[config.mk]
export PLATFORM = sky130hd
export DESIGN_NAME = pulse_cycle_gen
export DESIGN_NICKNAME = d
export VERILOG_FILES = /design/src/rtl/pcg_pkg.sv /design/src/rtl/pcg_tick.sv /design/src/rtl/pcg_ramp.sv /design/src/rtl/pcg_seq.sv /design/src/rtl/pulse_cycle_gen.sv
export SDC_FILE = /design/constraint.sdc
export NUM_CORES = 1
export LEC_CHECK = 0
export ABC_CLOCK_PERIOD_IN_PS = 2800
export BUFFER_PORTS_ARGS = -buffer_cell sky130_fd_sc_hd__buf_2
export CAP_MARGIN = 20
export CORE_ASPECT_RATIO = 1.4
export CORE_MARGIN = 5
export CORE_UTILIZATION = 42
export CTS_CLUSTER_DIAMETER = 50
export CTS_CLUSTER_SIZE = 28
export DETAILED_ROUTE_END_ITERATION = 10
export SLEW_MARGIN = 20
export SYNTH_ARGS = -nofsm -noshare
export SYNTH_HDL_FRONTEND = slang
export SYNTH_HIERARCHICAL = 1
export SYNTH_SLANG_ARGS = --single-unit
[constraint.sdc]
create_clock -name clk -period 2.8 [get_ports clk]
set_clock_uncertainty 0.2 [all_clocks]
set_input_delay 0.14 -clock clk [delete_from_list [all_inputs] [get_ports clk]]
set_output_delay 0.14 -clock clk [all_outputs]
set_load 0.02 [all_outputs]
[src/rtl/pcg_pkg.sv]
package pcg_pkg;
  typedef enum logic [2:0] {
    PH_IDLE, PH_CHG, PH_GAP, PH_DIS, PH_REST, PH_ACQ, PH_DLY
  } phase_e;

  localparam logic [2:0] STG_OFF   = 3'd0;
  localparam logic [2:0] STG_SOFT  = 3'd1;
  localparam logic [2:0] STG_FAST  = 3'd2;
  localparam logic [2:0] STG_TOP   = 3'd3;
  localparam logic [2:0] STG_MAINT = 3'd4;
endpackage

[src/rtl/pcg_tick.sv]
module pcg_tick #(
  parameter int TICK_DIV = 1000
) (
  input  logic clk,
  input  logic rst_n,
  input  logic run,
  output logic tick
);
  localparam int CW = (TICK_DIV > 1) ? $clog2(TICK_DIV) : 1;
  localparam logic [CW-1:0] LAST = CW'(TICK_DIV - 1);

  logic [CW-1:0] cnt_q, cnt_d;

  always_comb begin
    tick = run && (cnt_q == LAST);
    if (!run || tick) cnt_d = '0;
    else              cnt_d = cnt_q + 1'b1;
  end

  always_ff @(posedge clk or negedge rst_n) begin
    if (!rst_n) cnt_q <= '0;
    else        cnt_q <= cnt_d;
  end
endmodule

[src/rtl/pcg_ramp.sv]
module pcg_ramp #(
  parameter int MSW    = 12,
  parameter int NW     = 7,
  parameter int RAMP_N = 120
) (
  input  logic           clk,
  input  logic           rst_n,
  input  logic           start,
  input  logic           soft_new,
  input  logic           cont,
  input  logic [MSW-1:0] init_new,
  input  logic [MSW-1:0] inc_new,
  input  logic [NW-1:0]  rem_new,
  input  logic [MSW-1:0] full_new,
  input  logic [MSW-1:0] full_cur,
  output logic [MSW-1:0] w_nxt,
  output logic [MSW-1:0] w_q
);
  logic [MSW-1:0] w_d;
  logic [NW-1:0]  acc_q, acc_d, n_q, n_d;
  logic [NW:0]    sum;
  logic           carry;

  always_comb begin
    w_d   = w_q;
    acc_d = acc_q;
    n_d   = n_q;
    sum   = {1'b0, acc_q} + {1'b0, rem_new};
    carry = sum >= (NW+1)'(RAMP_N);
    if (start) begin
      if (!soft_new) begin
        w_d = full_new; acc_d = '0; n_d = '0;
      end else if (!cont) begin
        w_d = init_new; acc_d = '0; n_d = '0;
      end else if (n_q < NW'(RAMP_N)) begin
        w_d   = w_q + inc_new + MSW'(carry);
        acc_d = carry ? NW'(sum - (NW+1)'(RAMP_N)) : NW'(sum);
        n_d   = n_q + 1'b1;
      end
    end
    w_nxt = w_d;
  end

  always_ff @(posedge clk or negedge rst_n) begin
    if (!rst_n) begin
      w_q <= '0; acc_q <= '0; n_q <= '0;
    end else begin
      w_q <= w_d; acc_q <= acc_d; n_q <= n_d;
    end
  end

  // a continuing ramp never shrinks
  p_ramp_mono_r4: assert property (@(posedge clk) disable iff (!rst_n)
    (start && soft_new && cont) |=> (w_q >= $past(w_q)));
  // the last ramp step lands on the full width exactly
  p_ramp_lands_r4: assert property (@(posedge clk) disable iff (!rst_n)
    (start && soft_new && cont && n_q == NW'(RAMP_N - 1)) |=> (w_q == $past(full_cur)));
endmodule

[src/rtl/pcg_seq.sv]
module pcg_seq
  import pcg_pkg::*;
#(
  parameter int MSW     = 12,
  parameter int REST_MS = 4,
  parameter int ACQ_MS  = 2
) (
  input  logic           clk,
  input  logic           rst_n,
  input  logic           tick,
  input  logic           go,
  input  logic [MSW-1:0] chg_ms,
  input  logic [MSW-1:0] gap_ms,
  input  logic [MSW-1:0] dis_ms,
  input  logic [MSW-1:0] dly_ms,
  output phase_e         phase_o,
  output logic           bnd_o,
  output logic           start_o,
  output logic           acq_stb_o,
  output logic           cyc_done_o
);
  phase_e         phase_q, phase_d;
  logic [MSW-1:0] left_q, left_d;
  logic           last;

  always_comb begin
    last       = tick && (left_q == MSW'(1));
    cyc_done_o = last && ((phase_q == PH_ACQ && dly_ms == '0) || phase_q == PH_DLY);
    acq_stb_o  = last && (phase_q == PH_ACQ);
    bnd_o      = (phase_q == PH_IDLE) || cyc_done_o;
    start_o    = bnd_o && go;
    phase_d    = phase_q;
    left_d     = left_q;
    if (bnd_o) begin
      if (go) begin phase_d = PH_CHG;  left_d = chg_ms; end
      else    begin phase_d = PH_IDLE; left_d = '0;     end
    end else if (last) begin
      case (phase_q)
        PH_CHG: begin
          if (gap_ms != '0) begin phase_d = PH_GAP; left_d = gap_ms; end
          else              begin phase_d = PH_DIS; left_d = dis_ms; end
        end
        PH_GAP:  begin phase_d = PH_DIS;  left_d = dis_ms;          end
        PH_DIS:  begin phase_d = PH_REST; left_d = MSW'(REST_MS);   end
        PH_REST: begin phase_d = PH_ACQ;  left_d = MSW'(ACQ_MS);    end
        PH_ACQ:  begin phase_d = PH_DLY;  left_d = dly_ms;          end
        default: begin phase_d = PH_IDLE; left_d = '0;              end
      endcase
    end else if (tick) begin
      left_d = left_q - 1'b1;
    end
  end

  always_ff @(posedge clk or negedge rst_n) begin
    if (!rst_n) begin
      phase_q <= PH_IDLE; left_q <= '0;
    end else begin
      phase_q <= phase_d; left_q <= left_d;
    end
  end

  assign phase_o = phase_q;

  // strobe counter kept for the per-cycle check below
  logic [1:0] stb_cnt;
  always_ff @(posedge clk or negedge rst_n) begin
    if (!rst_n)                          stb_cnt <= '0;
    else if (start_o)                    stb_cnt <= '0;
    else if (acq_stb_o && stb_cnt != 2'd3) stb_cnt <= stb_cnt + 1'b1;
  end

  // exactly one sample strobe in every finished cycle
  p_one_stb_r6: assert property (@(posedge clk) disable iff (!rst_n)
    cyc_done_o |-> (acq_stb_o ? (stb_cnt == 2'd0) : (stb_cnt == 2'd1)));
  // discharge slot is entered only from the charge pulse or its gap
  p_dis_after_chg_r1: assert property (@(posedge clk) disable iff (!rst_n)
    (phase_q == PH_DIS && $past(phase_q) != PH_DIS) |->
      ($past(phase_q) == PH_CHG || $past(phase_q) == PH_GAP));
endmodule

[src/rtl/pulse_cycle_gen.sv]
module pulse_cycle_gen
  import pcg_pkg::*;
#(
  parameter int TICK_DIV   = 1000,
  parameter int CYC_A_MS   = 1100,
  parameter int DIS_A_MS   = 5,
  parameter int CYC_B_MS   = 2200,
  parameter int DIS_B_MS   = 10,
  parameter int REST_MS    = 4,
  parameter int ACQ_MS     = 2,
  parameter int TOP_DLY_MS = 3300,
  parameter int RAMP_N     = 120
) (
  input  logic       clk,
  input  logic       rst_n,
  input  logic [2:0] stage_i,
  input  logic       rate_i,
  input  logic       cond_en_i,
  output logic       chg_en_o,
  output logic       dis_en_o,
  output logic       acq_stb_o,
  output logic       cyc_done_o
);
  localparam int MAXMS  = CYC_A_MS + CYC_B_MS + 4 * TOP_DLY_MS;
  localparam int MSW    = $clog2(MAXMS + 1);
  localparam int NW     = $clog2(RAMP_N + 1);
  localparam int FULL_A = CYC_A_MS - DIS_A_MS - REST_MS - ACQ_MS;
  localparam int FULL_B = CYC_B_MS - DIS_B_MS - REST_MS - ACQ_MS;
  localparam int INIT_A = FULL_A / 5;
  localparam int INIT_B = FULL_B / 5;
  localparam int INC_A  = (FULL_A - INIT_A) / RAMP_N;
  localparam int INC_B  = (FULL_B - INIT_B) / RAMP_N;
  localparam int REM_A  = (FULL_A - INIT_A) % RAMP_N;
  localparam int REM_B  = (FULL_B - INIT_B) % RAMP_N;

  // reset: asynchronous assert, synchronous release
  logic [1:0] rst_sync;
  logic       rst_int_n;
  always_ff @(posedge clk or negedge rst_n) begin
    if (!rst_n) rst_sync <= 2'b00;
    else        rst_sync <= {rst_sync[0], 1'b1};
  end
  assign rst_int_n = rst_sync[1];

  // settings sampled at the cycle boundary
  logic [2:0] stage_q, stage_d;
  logic       rate_q, rate_d, strap_q, strap_d;
  logic       bnd, start, tick, go, run, soft_new, cont;
  logic       acq_stb, cyc_done;
  phase_e     phase;
  logic [MSW-1:0] full_new, full_cur, init_new, inc_new, w_nxt, w_q;
  logic [MSW-1:0] gap_ms, dis_ms, dly_ms;
  logic [NW-1:0]  rem_new;

  always_comb begin
    stage_d = bnd ? stage_i   : stage_q;
    rate_d  = bnd ? rate_i    : rate_q;
    strap_d = bnd ? cond_en_i : strap_q;
  end

  always_ff @(posedge clk or negedge rst_int_n) begin
    if (!rst_int_n) begin
      stage_q <= STG_OFF; rate_q <= 1'b0; strap_q <= 1'b0;
    end else begin
      stage_q <= stage_d; rate_q <= rate_d; strap_q <= strap_d;
    end
  end

  always_comb begin
    go       = (stage_i == STG_SOFT) || (stage_i == STG_FAST) ||
               (stage_i == STG_TOP)  || (stage_i == STG_MAINT);
    soft_new = (stage_i == STG_SOFT);
    cont     = (stage_q == STG_SOFT) && (rate_q == rate_i) && (phase != PH_IDLE);
    full_new = rate_i ? MSW'(FULL_B) : MSW'(FULL_A);
    init_new = rate_i ? MSW'(INIT_B) : MSW'(INIT_A);
    inc_new  = rate_i ? MSW'(INC_B)  : MSW'(INC_A);
    rem_new  = rate_i ? NW'(REM_B)   : NW'(REM_A);
    full_cur = rate_q ? MSW'(FULL_B) : MSW'(FULL_A);
    dis_ms   = rate_q ? MSW'(DIS_B_MS) : MSW'(DIS_A_MS);
    gap_ms   = full_cur - w_q;
    case (stage_q)
      STG_TOP:   dly_ms = MSW'(TOP_DLY_MS);
      STG_MAINT: dly_ms = MSW'(4 * TOP_DLY_MS);
      default:   dly_ms = '0;
    endcase
    run = (phase != PH_IDLE);
  end

  pcg_tick #(.TICK_DIV(TICK_DIV)) u_tick (
    .clk(clk), .rst_n(rst_int_n), .run(run), .tick(tick)
  );

  pcg_ramp #(.MSW(MSW), .NW(NW), .RAMP_N(RAMP_N)) u_ramp (
    .clk(clk), .rst_n(rst_int_n), .start(start), .soft_new(soft_new),
    .cont(cont), .init_new(init_new), .inc_new(inc_new), .rem_new(rem_new),
    .full_new(full_new), .full_cur(full_cur), .w_nxt(w_nxt), .w_q(w_q)
  );

  pcg_seq #(.MSW(MSW), .REST_MS(REST_MS), .ACQ_MS(ACQ_MS)) u_seq (
    .clk(clk), .rst_n(rst_int_n), .tick(tick), .go(go),
    .chg_ms(w_nxt), .gap_ms(gap_ms), .dis_ms(dis_ms), .dly_ms(dly_ms),
    .phase_o(phase), .bnd_o(bnd), .start_o(start),
    .acq_stb_o(acq_stb), .cyc_done_o(cyc_done)
  );

  assign chg_en_o   = (phase == PH_CHG);
  assign dis_en_o   = (phase == PH_DIS) && strap_q;
  assign acq_stb_o  = acq_stb;
  assign cyc_done_o = cyc_done;

  // charge drive turns on only at a cycle boundary
  p_chg_at_bnd_r1: assert property (@(posedge clk) disable iff (!rst_int_n)
    $rose(chg_en_o) |-> $past(bnd));
  // no current while the sample is taken
  p_quiet_acq_r1: assert property (@(posedge clk) disable iff (!rst_int_n)
    acq_stb_o |-> (!chg_en_o && !dis_en_o));
  // sampled stage holds for the whole cycle
  p_stage_hold_r9: assert property (@(posedge clk) disable iff (!rst_int_n)
    !bnd |=> $stable(stage_q));
  // the pulse in use never exceeds the full width of its rate group
  p_width_cap_r4: assert property (@(posedge clk) disable iff (!rst_int_n)
    (run && !bnd) |-> (w_q <= full_cur));
endmodule

==> flow_metrics.tcl, run 1 <==
set metrics [dict create \
    violations "negative setup slack" \
    totalNegativeSetupSlack_ns -50.99 \
    core_sq_mm 0.0144 \
    wl_met1_microns 8820 \
    die_x_microns 112 \
    grt_usage_pct 26.4 \
    cts_buffers 9 \
    viasPerCell 5.81 \
    syn_area_per_cell_sq_um 8.16 \
    topRoutingLayerUsed "met4" \
    crit_chain "ha_4, buf_4, a21o_1, a21oi_1, o21ai_1, a31oi_2, nand2_2, fa_2, buf_4, buf_6, buf_6, a211oi_2, nor2_2, o31a_1, a21bo_2, a21oi_2, xor2_1, o31ai_1, buf_4, a32oi_1, o21ai_1" \
    synth_edf_count 0 \
    drv_cap 0 \
    grt_max_degree 35 \
    utilization_pct 67.9 \
    grt_pass1_vias 7453 \
    final.period_utilization_pct 152 \
    root_buffer "clkbuf_16" \
    synthFlopType "dfrtp_1" \
    start_util_pct 42.4 \
    gp_congestion 0.975 \
    worstHoldPathType "reg2async" \
    drt_pass1_iterations 5 \
    dp.cells 1159 \
    htree_levels 3 \
    synth_commonest_cells "64 x dfrtp_1, 61 x nand2_1, 59 x nor2_1" \
    antenna_left 0 \
    drt-total-wl_microns 24100 \
    met3_length_microns 816 \
    wire_per_inst_microns 19.1 \
    r2r_slack_ns -1.46 \
    start_kind "register" \
    ys_ff_latch 64 \
    syn_area_sq_mm 0.00610 \
    async_flop_share_pct 100 \
    path_max_fanout 6 \
    insertion_delay_ns 0.34 \
    r2r-end "u_seq/left_q[13]" \
    post-synth-top-area-cell "dfrtp_1" \
    rsz0062_at_grt "yes" \
    ys_warn_count 6 \
    tritoncts "done" \
    cellPowerDensity_mw_per_mm2 254 \
    cpMaxStageDelayCell "fa_2" \
    max_slew_margin_pct 46.2 \
    area_growth_pct 60.1 \
    drive_gt1_share_pct 40.1 \
    hold_viol_final 0 \
    io_buffers 10 \
    reg2reg_depth 21 \
    setup_viol 54 \
    io_pins 11 \
    clockBufferDepth 2 \
    fillers 1128 \
    antenna_found_initial 0 \
    clock_sinks 64 \
    diodes 0 \
    p_leak_nw 4.35 \
    status "complete, but fails checks" \
    reg2reg_from "u_ramp/acc_q[2]" \
    startpoint "u_ramp/acc_q[2]" \
    drc 0 \
    arrival_ns 4.29 \
    dieHeight_microns 153 \
    synth_top_area_share_pct 26.3 \
    yosys-top-cells-area "dfrtp_1 26%, ha_1 6.8%, o21ai_0 4.6%" \
    die_area_sq_mm 0.0171 \
    max_slew.worst_pin.slew_ns 0.805 \
    yosysUniqueCellTypes 91 \
    dr_wl_met2_microns 12900 \
    clock.fmax_mhz 235 \
    dr_total_vias 7336 \
    clkTransAtPathRegs_ns 0.07 \
    std_cell_rows 52 \
    dp_hpwl_microns 16200 \
    end_kind "register" \
    critPathMaxStageDelay_ns 0.43 \
    grt_overflow_total 0 \
    synth.most_common_cell "dfrtp_1" \
    path_common_cell "buf_4" \
    final_net_count 1111 \
    timing.final.ws_setup_ns -1.46 \
    finalMaxSlewViolations 0 \
    period_needed_ns 4.26 \
    synth_seq_area_share_pct 26.3 \
    worstSetupPathType "reg2reg" \
    drtIter0Drc 541 \
    crit_required_ns 2.83 \
    grt_pass1_wl_microns 36700 \
    worst_ir_drop_vdd_mv 0.208 \
    synth_cells 747 \
    layoutNonFillerInstCount 1262 \
]
==> flip-flops by register name, indices dropped and copies added, names as in the netlist <==
name and count:
u_ramp/acc_q 7, u_tick/cnt_q 10, u_ramp/n_q 7, strap_q 1
stage_q 3, u_seq/phase_o 3, rst_sync 2, rate_q 1
u_seq/left_q 15, u_ramp/w_q 15
==> worst max-delay path, delay by kind of cell, from the launching register on <==
kind / cells / cell delay, ns
compound gates: 11 / 1.87
fa+ha+maj: 2 / 0.64
xor+xnor: 1 / 0.17
buf+inv: 5 / 0.65
flops: 1 / 0.41
simple gates: 2 / 0.18
==> area by class of cell <==
| class | count | area [sq um] | share of cell area, % |
|---|---|---|---|
| multi-input combinational | 677 | 5070 | 51.9 |
| timing repair buffer | 286 | 2400 | 24.6 |
| sequential | 64 | 1610 | 16.5 |
| tap | 189 | 236 | 2.42 |
| clock buffer | 9 | 225 | 2.31 |
| inverter | 30 | 125 | 1.28 |
| clock inverter | 7 | 105 | 1.08 |
==> through the flow <==
stage / setup slack [ns] / hold slack, ns / area [sq um] / total power [mW]
after global placement: -1.36 / -0.275 / 8020 / 1.12
final: -1.46 / 0.0393 / 9760 / 2.48
after global routing: -1.61 / 0.0973 / 9760 / 2.56
after CTS: -1.35 / 0.0569 / 9300 / 2.46
after detailed placement: -1.48 / -0.274 / 8020 / 1.13
after floorplan: -1.23 / -0.356 / 6500 / 1.06
==> cells in the final DEF, fill, tap and decap left out, drive strengths merged, types with 18 or more instances in the layout <==
cell	netlist	layout
buf	11	280
o21ai	65	65
dfrtp	64	64
conb	2	63
nand2	61	61
nor2	59	59
a21oi	37	37
ha	33	33
inv	30	31
nand3	27	27
nor3	22	22
o211ai	21	21
xor2	19	19
xnor2	18	18
a31oi	18	18
==> report_power, final <==
part | internal, mW | switching (mW) | leakage [nW]
registers | 0.926 | 0.00651 | 0.802
logic | 0.123 | 0.142 | 3.39
clock network | 0.791 | 0.495 | 0.158
==> worst max-delay path by stage <==
stage               slack (ns)                to
finish                   -1.46  u_seq/left_q[13]
global route             -1.61  u_seq/left_q[13]
CTS                      -1.35  u_seq/left_q[14]
detailed placement       -1.48  u_seq/left_q[14]
global placement         -1.36  u_seq/left_q[14]
floorplan                -1.23   u_seq/left_q[7]
==> cell families (layout without fill, tap and decap cells) <==
| logic type | Yosys count | after routing | synth area share, % |
|---|---|---|---|
| xor+xnor | 37 | 37 | 5.31 |
| flops | 64 | 64 | 26.3 |
| compound gates | 242 | 242 | 27.3 |
| mux | 27 | 27 | 4.70 |
| buf+inv | 67 | 332 | 4.58 |
| other cells | 2 | 63 | 0.123 |
| simple gates | 272 | 272 | 23.9 |
| fa+ha+maj | 36 | 36 | 7.76 |
==> repair_timing <==
action,CTS,global route
setup endpoints to repair,54,54
hold endpoints to repair,6,0
pin swaps,53,47
gates resized for setup,115,70
hold buffers,6,0
buffers inserted,63,38
==> per-layer routing <==
metal | track usage (%) | vias to the layer above
li1 | - | 3409
met1 | 27.5 | 3566
met2 | 49.2 | 249
met3 | 2.66 | 112
met4 | 17.9 | 0
met5 | 0 | -
(Power assumes the default switching activity.)
==> inputs of run 2 (changes only) <==
Settings changed: ABC_CLOCK_PERIOD_IN_PS 2800 to 4300.
Clock period 2.8 ns to 4.3 ns, I/O delays scaled along.
==> run 2 against run 1 <==
Against the previous run:
- highest routed layer unchanged
- combinational power shrank 57%
- setup slack gained 1.5 ns
- first-iteration DRC count shrank 10%
- largest cell class unchanged
- routed wire length shrank 24%
- critical path type unchanged
- critical path depth shrank 3
- the flow now finishes without violations
- cell area shrank 24%
==> flow_metrics.tcl, run 2 (same netlist as run 1, synthesis figures left out) <==
set metrics [dict create \
    status "finished clean" \
    drt_pass1_iterations 5 \
    startpoint "u_ramp/acc_q[3]" \
    dp_hpwl_microns 13500 \
    clockBufferDepth 2 \
    p_leak_nw 3.11 \
    std_cell_rows 52 \
    grt_usage_pct 21.9 \
    clkTransAtPathRegs_ns 0.06 \
    final_area_sq_mm 0.00743 \
    reg2reg_from "u_ramp/acc_q[3]" \
    hold_viol_final 0 \
    final.period_utilization_pct 99.2 \
    max_slew_margin_pct 43.8 \
    insertion_delay_ns 0.35 \
    start_util_pct 42.4 \
    core_sq_mm 0.0144 \
    max_slew.worst_pin.slew_ns 0.840 \
    drive_gt1_share_pct 17.9 \
    htree_levels 3 \
    largestRegisters "u_ramp/w_q x15, u_seq/left_q x15, u_tick/cnt_q x10" \
    worstSetupPathType "reg2reg" \
    drv_cap 0 \
    io_buffers 10 \
    root_buffer "clkbuf_16" \
    dp.cells 1017 \
    dieHeight_microns 153 \
    hold_slack_ns 0.139 \
    diodes 0 \
    drtIter0Drc 487 \
    dr_total_vias 6101 \
    drt-total-wl_microns 18400 \
    wire_per_inst_microns 17.6 \
    antenna_left 0 \
    r2r-end "u_seq/left_q[14]" \
    totalNegativeSetupSlack_ns 0 \
    worstHoldPathType "reg2async" \
    gp_congestion 0.888 \
    io_pins 11 \
    start_kind "register" \
    clock_sinks 64 \
    cts_buffers 9 \
    arrival_ns 4.26 \
    rsz0062_at_grt "yes" \
    worst_ir_drop_vdd_mv 0.175 \
    tritoncts "done" \
    period_needed_ns 4.26 \
    finalMaxSlewViolations 0 \
    cellPowerDensity_mw_per_mm2 202 \
    setup_viol 0 \
    die_x_microns 112 \
    final_cell_mix "63 x conb_1, 62 x dfrtp_1, 59 x nand2_1" \
    reg2reg_depth 18 \
    final_net_count 896 \
    end_kind "register" \
    grt_pass1_vias 6213 \
    viasPerCell 5.83 \
    r2r_slack_ns 0.04 \
    clock.fmax_mhz 235 \
    area_growth_pct 21.8 \
    grt_max_degree 45 \
    placed_cell_area_sq_mm 0.00681 \
    die_area_sq_mm 0.0171 \
    antenna_found_initial 0 \
    layoutNonFillerInstCount 1047 \
    final_common_cell "conb_1" \
    p_total_mw 1.50 \
    crit_required_ns 4.30 \
    drc 0 \
    grt_overflow_total 0 \
    endpoint "u_seq/left_q[14]" \
    grt_pass1_wl_microns 30700 \
    path_max_fanout 3 \
]
-- run 2: changes by cell type in the layout (fill, tap and decap cells not counted), sizes merged --
cell | before | now
buf | 280 | 65
bufinv | 2 | 1
clkinv | 3 | 2
clkinvlp | 1 | 4
inv | 31 | 30
-- run 2: critical path: stages, from the launching register on --
cell	delay [ns]
dfrtp_1	0.41
ha_4	0.25
a2111oi_4	0.32
o21ai_1	0.12
o211ai_2	0.10
nor2b_2	0.08
nand3_2	0.09
nand2_2	0.07
fa_2	0.38
fa_2	0.41
a21oi_2	0.12
nor2b_1	0.06
a311o_2	0.44
a311oi_4	0.38
nand3_2	0.13
mux2i_1	0.19
o21ai_2	0.09
a32oi_1	0.17
o21ai_1	0.09
-- run 2: power by group --
part	internal, mW	switching (mW)
sequential	0.603	0.00830
combinational	0.0489	0.0644
clock	0.455	0.318
total	1.11	0.390
-- run 2: cell type report --
class | instances | area [sq um]
Sequential cell | 64 | 1610
Multi-Input combinational cell | 677 | 4630
Timing Repair Buffer | 71 | 536
Inverter | 30 | 116
Clock buffer | 9 | 225
Fill cell | 1363 | 6950
Tap cell | 189 | 236
Clock inverter | 7 | 81.3
-- run 2: worst min-delay path by stage --
stage / startpoint / endpoint / slack [ns] / cells past startpoint
global placement: rst_n / rst_sync[0] / -0.20 / 1
detailed placement: rst_n / rst_sync[0] / -0.20 / 1
finish: rst_sync[1] / u_tick/cnt_q[3] / 0.14 / 0
global route: rst_sync[0] / rst_sync[1] / 0.17 / 0
CTS: rate_i / rate_q / 0.16 / 4
floorplan: rst_n / rst_sync[0] / -0.28 / 0
-- run 2: repair_timing --
| item | 4_1_cts | 5_1_grt |
|---|---|---|
| hold buffers | 6 | 0 |
| hold endpoints to repair | 6 | 0 |
| endpoints found under the setup margin | 7 | 13 |
| pin swaps | 5 | 17 |
| buffers inserted | 1 | 7 |
| gates resized for setup | 8 | 34 |
-- run 2: layer usage --
| layer | part of all wire (%) | GRT usage, % |
|---|---|---|
| met5 | 0 | 0 |
| met4 | 3.8 | 11.7 |
| met3 | 4.2 | 2.82 |
| met2 | 52 | 39.4 |
| met1 | 40 | 25.0 |
-- run 2: metrics by stage --
| stage | setup WS, ns | utilization (%) |
|---|---|---|
| after global placement | -0.140 | 47.3 |
| after global routing | -0.149 | 51.7 |
| final | 0.0365 | 51.7 |
| after CTS | 0.000945 | 50.2 |
| after floorplan | 0.000421 | - |
| after detailed placement | -0.244 | 47.3 |
==> inputs of run 3 (changes only) <==
Settings changed: CORE_UTILIZATION 42 to 55, PLACE_DENSITY set to 0.71.
==> run 3 against run 2 <==
Against the previous run:
- critical endpoint unchanged
- die area is 22% lower
- core utilization is 15 points higher
- combinational power hardly changed
- cell area is 1.9% lower
- clock-buffer cell count stayed put
- setup slack worse by 0.016 ns
- non-clock buffer count is 1 lower
- sequential power hardly changed
- fmax is 0.38% lower
- highest routed layer unchanged
==> flow_metrics.tcl, run 3 (same netlist as run 1, synthesis figures left out) <==
set metrics [dict create \
    reg2reg_depth 19 \
    worst_ir_drop_vdd_mv 0.199 \
    drt_pass1_iterations 5 \
    worstHoldPathType "reg2reg" \
    dp_hpwl_microns 13300 \
    dr_total_vias 6272 \
    grt_pass1_vias 6109 \
    largestRegisters "u_ramp/w_q x15, u_seq/left_q x15, u_tick/cnt_q x10" \
    start_util_pct 56.1 \
    endpoint "u_seq/left_q[14]" \
    hold_slack_ns 0.153 \
    wire_per_inst_microns 17.9 \
    start_kind "register" \
    p_leak_nw 3.09 \
    critical_path_buf_inv_count 1 \
    viasPerCell 6.28 \
    tritoncts "done" \
    regArea_sq_mm 0.00160 \
    insertion_delay_ns 0.34 \
    clock.fmax_mhz 234 \
    dieHeight_microns 135 \
    gp_congestion 0.928 \
    area_growth_pct 19.6 \
    setup_viol 0 \
    status "finished clean" \
    cpMaxStageDelayCell "fa_2" \
    root_buffer "clkbuf_16" \
    path_max_fanout 3 \
    reg2reg_from "u_ramp/acc_q[2]" \
    core_sq_mm 0.0109 \
    path_delay_family "compound AO/OA/AOI/OAI gates" \
    p_total_mw 1.54 \
    dp.cells 968 \
    die_area_sq_mm 0.0133 \
    std_cell_rows 45 \
    startpoint "u_ramp/acc_q[2]" \
    worstSetupPathType "reg2reg" \
    grt_usage_pct 26.9 \
    r2r_slack_ns 0.02 \
    diodes 0 \
    drive_gt1_share_pct 16.7 \
    final_net_count 895 \
    final.period_utilization_pct 99.5 \
    crit_required_ns 4.29 \
    die_x_microns 99.0 \
    crit_chain "ha_4, buf_6, o21a_1, a21oi_2, o211ai_2, nor2b_2, nand3_2, nand2_2, fa_2, fa_2, a21oi_2, nor2b_2, a311o_2, a311oi_2, nand3_1, mux2i_1, o21ai_1, a32oi_1, o21ai_1" \
    clock_sinks 64 \
    drt-total-wl_microns 17800 \
    final_common_cell "conb_1" \
    antenna_found_initial 0 \
    drv_cap 0 \
    arrival_ns 4.27 \
    critPathMaxStageDelay_ns 0.41 \
    drc 0 \
    grt_overflow_total 0 \
    end_kind "register" \
    cp.depth 19 \
    max_slew.worst_pin.slew_ns 0.917 \
    clockBufferDepth 2 \
    max_slew_margin_pct 38.6 \
    antenna_left 0 \
    period_needed_ns 4.28 \
    cellPowerDensity_mw_per_mm2 211 \
    clkTransAtPathRegs_ns 0.06 \
    grt_pass1_wl_microns 29300 \
    final_cell_mix "63 x conb_1, 62 x dfrtp_1, 59 x nand2_1" \
    io_pins 11 \
    htree_levels 3 \
    r2r-end "u_seq/left_q[14]" \
    io_buffers 10 \
    rsz0062_at_grt "yes" \
    layoutNonFillerInstCount 998 \
    grt_max_degree 36 \
    utilization_pct 67.1 \
    finalMaxSlewViolations 0 \
    multiInputGateArea_sq_mm 0.00455 \
    cts_buffers 9 \
    fillers 921 \
    drtIter0Drc 368 \
    hold_viol_final 0 \
]
[run 3: cell types whose count changed in the layout (fill, tap and decap cells not counted), sizes merged]
cell / before / now
buf: 65 / 64
clkinvlp: 4 / 1
inv: 30 / 32
bufinv: 1 / 2
[run 3: worst reg2reg max path: cells and delay by family (launching register included)]
family                     cells  cell delay (ns)
adders and majority gates      3             1.06
and+or+nand+nor                5             0.46
DFF                            1             0.40
buffers and inverters          1             0.09
muxes                          1             0.17
AOI/OAI and AO/OA              9             1.75
[run 3: final cells by class]
type	count	share of cell area, %
inverters	30	1.54
clock inverters	7	1.41
repair buffers	70	7.12
flip-flops and latches	64	22.0
clock buffers	9	3.09
well taps	141	2.42
multi-input cells	677	62.4
[run 3: metrics by stage]
| stage | worst slack (ns) | cell area (sq um) | TNS, ns |
|---|---|---|---|
| floorplan | 0.000421 | 6330 | 0 |
| global placement | -0.0991 | 6740 | -0.167 |
| detailed placement | -0.231 | 6740 | -0.582 |
| CTS | 0.0171 | 7160 | 0 |
| global route | -0.240 | 7290 | -0.933 |
| finish | 0.0202 | 7290 | 0 |
[run 3: worst min path at each step]
stage,from,end,slack [ns],cells after the start
final,rst_sync[0],rst_sync[1],0.15,0
after global routing,rst_sync[0],rst_sync[1],0.15,0
after global placement,rst_n,rst_sync[0],-0.20,1
after floorplan,rst_n,rst_sync[0],-0.28,0
after CTS,rate_i,rate_q,0.14,4
after detailed placement,rst_n,rst_sync[0],-0.20,1
[run 3: what timing repair did]
action                     CTS  global route
gates resized for setup      8            17
setup endpoints to repair    6            14
pin swaps                    2            11
hold endpoints to repair     6             0
buffers inserted             0             8
hold buffers                 6             0
[run 3: power breakdown]
| group | leakage, nW | total [mW] | internal (mW) | switching [mW] |
|---|---|---|---|---|
| Combinational | 2.13 | 0.113 | 0.0484 | 0.0643 |
| Clock | 0.157 | 0.819 | 0.514 | 0.306 |
| Sequential | 0.805 | 0.610 | 0.603 | 0.00665 |
[run 3: metal layers]
metal | up-vias | GRT usage [%] | part of all wire, %
met5 | - | 0 | 0
li1 | 2976 | - | -
met2 | 245 | 49.8 | 53
met1 | 2985 | 29.8 | 38
met4 | 0 | 11.8 | 3.6
met3 | 66 | 4.34 | 5.5
